===== src/rtl/dual_ref_divider.sv =====
module dual_ref_divider #(
  parameter int CW          = 10,
  parameter int SW          = 4,
  parameter int MIN_RATIO   = 8,
  parameter int RESET_RATIO = 8,
  parameter int RESET_CODE  = 0,
  parameter bit RESET_ROUTE = 1'b1
) (
  input  logic          clk,
  input  logic          rst_n,
  input  logic [CW-1:0] cdiv_coef,
  input  logic [SW-1:0] sub_code,
  input  logic          route_sel,
  input  logic          load_req,
  output logic          rf_ref_stb,
  output logic          if_ref_stb
);
  localparam logic [CW-1:0] MIN_C = CW'(MIN_RATIO);
  localparam logic [CW-1:0] RST_C = CW'(RESET_RATIO);
  localparam logic [SW-1:0] RST_S = SW'(RESET_CODE);

  logic [CW-1:0] cur_c, sh_c, ccnt;
  logic [SW-1:0] cur_s, sh_s, scnt;
  logic          route_q, sh_route, pend_c, pend_s, s_stb;

  wire           c_stb = (ccnt == '0);
  wire           s_tc  = c_stb && (scnt == '0);
  wire [CW-1:0] nxt_c = pend_c ? sh_c : cur_c;
  wire [SW-1:0] nxt_s = pend_s ? sh_s : cur_s;
  wire [CW-1:0] coef_clamped = (cdiv_coef < MIN_C) ? MIN_C : cdiv_coef;

  always_ff @(posedge clk or negedge rst_n) begin
    if (!rst_n) begin
      sh_c     <= RST_C;
      sh_s     <= RST_S;
      sh_route <= RESET_ROUTE;
      pend_c   <= 1'b0;
      pend_s   <= 1'b0;
    end else if (load_req) begin
      sh_c     <= coef_clamped;
      sh_s     <= sub_code;
      sh_route <= route_sel;
      pend_c   <= 1'b1;
      pend_s   <= 1'b1;
    end else begin
      if (c_stb) pend_c <= 1'b0;
      if (s_tc)  pend_s <= 1'b0;
    end
  end

  always_ff @(posedge clk or negedge rst_n) begin
    if (!rst_n) begin
      ccnt    <= RST_C - 1'b1;
      cur_c   <= RST_C;
      route_q <= RESET_ROUTE;
    end else if (c_stb) begin
      ccnt  <= nxt_c - 1'b1;
      cur_c <= nxt_c;
      if (pend_c) route_q <= sh_route;
    end else begin
      ccnt <= ccnt - 1'b1;
    end
  end

  always_ff @(posedge clk or negedge rst_n) begin
    if (!rst_n) begin
      scnt  <= RST_S;
      cur_s <= RST_S;
      s_stb <= 1'b0;
    end else begin
      s_stb <= s_tc;
      if (s_tc) begin
        scnt  <= nxt_s;
        cur_s <= nxt_s;
      end else if (c_stb) begin
        scnt <= scnt - 1'b1;
      end
    end
  end

  assign rf_ref_stb = route_q ? s_stb : c_stb;
  assign if_ref_stb = route_q ? c_stb : s_stb;
endmodule



===== config.mk =====
export PLATFORM = sky130hd
export DESIGN_NAME = dual_ref_divider
export DESIGN_NICKNAME = d
export VERILOG_FILES = /design/src/rtl/dual_ref_divider.sv
export SDC_FILE = /design/constraint.sdc
export NUM_CORES = 1
export LEC_CHECK = 0
export ABC_AREA = 0
export BUFFER_PORTS_ARGS = -buffer_cell sky130_fd_sc_hd__buf_2
export CAP_MARGIN = 40
export CORE_ASPECT_RATIO = 2
export CORE_MARGIN = 2
export CORE_UTILIZATION = 61
export CTS_BUF_LIST = sky130_fd_sc_hd__clkbuf_4 sky130_fd_sc_hd__clkbuf_8
export CTS_CLUSTER_DIAMETER = 80
export DETAILED_ROUTE_END_ITERATION = 8
export HOLD_SLACK_MARGIN = 0.08
export PLACE_DENSITY = 0.85
export SLEW_MARGIN = 20
export SYNTH_ARGS = -nofsm -noshare
export SYNTH_HDL_FRONTEND = slang
export SYNTH_SLANG_ARGS = --single-unit

===== constraint.sdc =====
create_clock -name clk -period 3.8 [get_ports clk]
set_input_delay 0.38 -clock clk [delete_from_list [all_inputs] [get_ports clk]]
set_output_delay 0.38 -clock clk [all_outputs]
set_load 0.005 [all_outputs]

==> results.cfg <==
[logic_synthesis]
syn_avg_cell_area_sq_um = 11.1
synth_edf_count = 0
synthArstFlopShare_pct = 100
ys.warnings.count = 0
synth.yosys.seq_area_share_pct = 49.5
synth_cell_types = 47
synth_seq_cells = 47
ys.flop_type = dfrtp_1
synth_nets = 237
netlist_instances = 216
syn_area_sq_um = 2390

[timing]
fin_tns_setup_ns = 0
setup_viol = 0
hold_viol = 0
slew_viol_final = 0
rsz0062_at_grt = no
min_period_ns = 2.83
worst_pin_slew_ns = 0.737
clock_skew_ns = 0.00880
fmax_ghz = 0.354
slew_headroom_pct = 50.8
min_period_over_period_pct = 74.4

[clock_tree]
clkLatencyLatePin_ns = 0.29
cts_buffers = 5
cts_sinks = 47
cts_tree = built
post_cts_resized = 0
cts_setup_buffers = 0
clk_pin_slew_worst_paths_ns = 0.08
htreeDepth = 2
cts_root_buf = clkbuf_8
cts_buffer_depth = 2
cts-hold-fix-buffers = 0

[grt]
antenna_found_initial = 0
grt_pass1_vias = 1791
grt_use_total_pct = 26.3
grt_max_degree = 26
overflow = 0
grt_pass1_wl_mm = 8.42

[worst_setup_path]
crit_chain = nor3_2 > and3_1 > a21oi_1 > ha_1 > nand2b_1 > or4_1 > a31oi_1 > nand3_1 > mux2_1
path_max_fanout = 15
endpoint = ccnt[8]
cp.depth = 9
critPathLaunchType = flip-flop
rr_worst_depth = 9
end_kind = flip-flop
critPathMaxStageDelay_ns = 0.55
slowest_stage = dfstp_2
timing.rr.end = ccnt[8]
ff2ff_setup_slack_ns = 0.97
cp_top_family = simple AND/OR/NAND/NOR gates
crit_buf_inv = 0
crit_type = flip-flop to flip-flop
critPathArrivalTime_ns = 3.01
cp.required_ns = 3.98
crit_start = ccnt[2]
rr_startpoint = ccnt[2]

[route]
avgViaCountPerCell = 5.97
postRouteAntennaNets = 0
dr.pass1.iters = 4
dr_wl_met3_um = 137
met1_length_mm = 1.77
drt_wl_total_mm = 4.75
wl_met2_mm = 2.63
drt_iter0_markers = 21
wl_per_cell_um = 16.6
num_vias = 1708
top_layer = met4
remaining_drc_errors = 0

[placed_design]
place_congestion = 0.848
post-dp-hpwl_mm = 3.58
io_buffers = 19

[floorplanning]
dieArea_sq_um = 4470
initial_core_util_pct = 62.9
die_x_um = 48.3
ios = 20
dieHeight_um = 92.6
rows = 32
core_sq_um = 3800

[pwr]
leakage_nw = 1.22
p_seq_share_pct = 54.5
cellPowerDensity_nw_per_um2 = 578
p_sw_mw = 0.505
p_clk_share_pct = 19.4
switching_share_pct = 33.3
power_mw = 1.51
peakVddDrop_uv = 482
p_int_mw = 1.01
combPwrFrac_pct = 26.1

[final_layout]
layout_common_cells = dfrtp_1, mux2_2, buf_2
final_common_cell = dfrtp_1
layout-drive-gt1-share_pct = 29.8
antenna_cells = 0
area_delta_synth_final_pct = 9.41
layout.nets = 256

[min_path]
hold_path_class = input pin to asynchronous set/reset pin

[status]
status = completed

[job]
drv_cap = 0
registers in the layout, indices dropped and copies added, names as in the netlist, 4 cells and up:
name and flops:
sh_s 4, ccnt 10, scnt 4, cur_c 10
sh_c 10, cur_s 4
synth_stat cells, types with 4 or more instances:
cell,instances,area (sq um)
clkbuf_1,4,15.0
nor2_1,13,48.8
o21ai_0,14,70.1
a21oi_1,12,60.1
nand2_1,15,56.3
mux2i_1,9,90.1
a21o_1,5,37.5
mux2_2,24,270
nor4_1,5,31.3
nand3_1,4,20.0
dfrtp_1,40,1000
inv_1,9,33.8
xnor2_1,4,35.0
nand2b_1,4,25.0
nor3_1,4,20.0
dfstp_2,7,184
metal layers:
metal,track usage (%),up-vias
li1,-,813
met3,4.09,13
met5,0,-
met2,41.1,44
met1,33.3,838
met4,13.5,0
power by group through the flow:
stage	clock (mW)	sequential, mW	combinational (mW)
floorplan	0	0.787	0.319
global placement	0	0.817	0.379
detailed placement	0	0.828	0.395
CTS	0.299	0.821	0.400
global route	0.322	0.843	0.455
finish	0.294	0.824	0.396
worst min-delay path by stage:
stage            start      end  slack [ns]  cells past startpoint
2_1_floorplan    rst_n  ccnt[3]        0.08                      0
3_3_place_gp   scnt[3]  scnt[3]        0.47                      1
3_5_place_dp     rst_n  ccnt[9]        0.41                      1
4_1_cts          rst_n  ccnt[9]        0.08                      1
5_1_grt          rst_n  ccnt[9]        0.10                      1
6_report         rst_n  ccnt[9]        0.06                      1
area by class of cell:
cell class                      count  area, sq um
Inverter                            9         33.8
Tap cell                           51         63.8
Clock buffer                        7         83.8
Sequential cell                    47         1180
Timing Repair Buffer               22          138
Multi-Input combinational cell    150         1110
Fill cell                         288         1180
metrics by stage:
step / hold slack, ns / setup WS [ns] / utilization [%] / cell area (sq um) / cells
global route: 0.105 / 0.820 / 68.8 / 2620 / 286
detailed placement: 0.406 / 0.995 / 66.6 / 2530 / 279
CTS: 0.0832 / 0.964 / 68.8 / 2620 / 286
floorplan: 0.0844 / 0.998 / - / 2390 / 216
global placement: 0.466 / 1.07 / 65.9 / 2510 / 278
finish: 0.0645 / 0.972 / 68.8 / 2620 / 286
logic make-up (layout without fill, tap and decap cells):
logic type | after synthesis | after routing | synth area share (%)
flip-flops | 47 | 47 | 49.5
AO/OA/AOI/OAI | 49 | 49 | 13.4
XOR/XNOR | 4 | 4 | 1.46
multiplexers | 36 | 36 | 16.8
buffers and inverters | 19 | 38 | 3.92
adder cells (fa/ha/maj) | 3 | 3 | 1.57
AND/OR/NAND/NOR | 58 | 58 | 13.4
No activity file was read; power rests on OpenSTA's default activity.
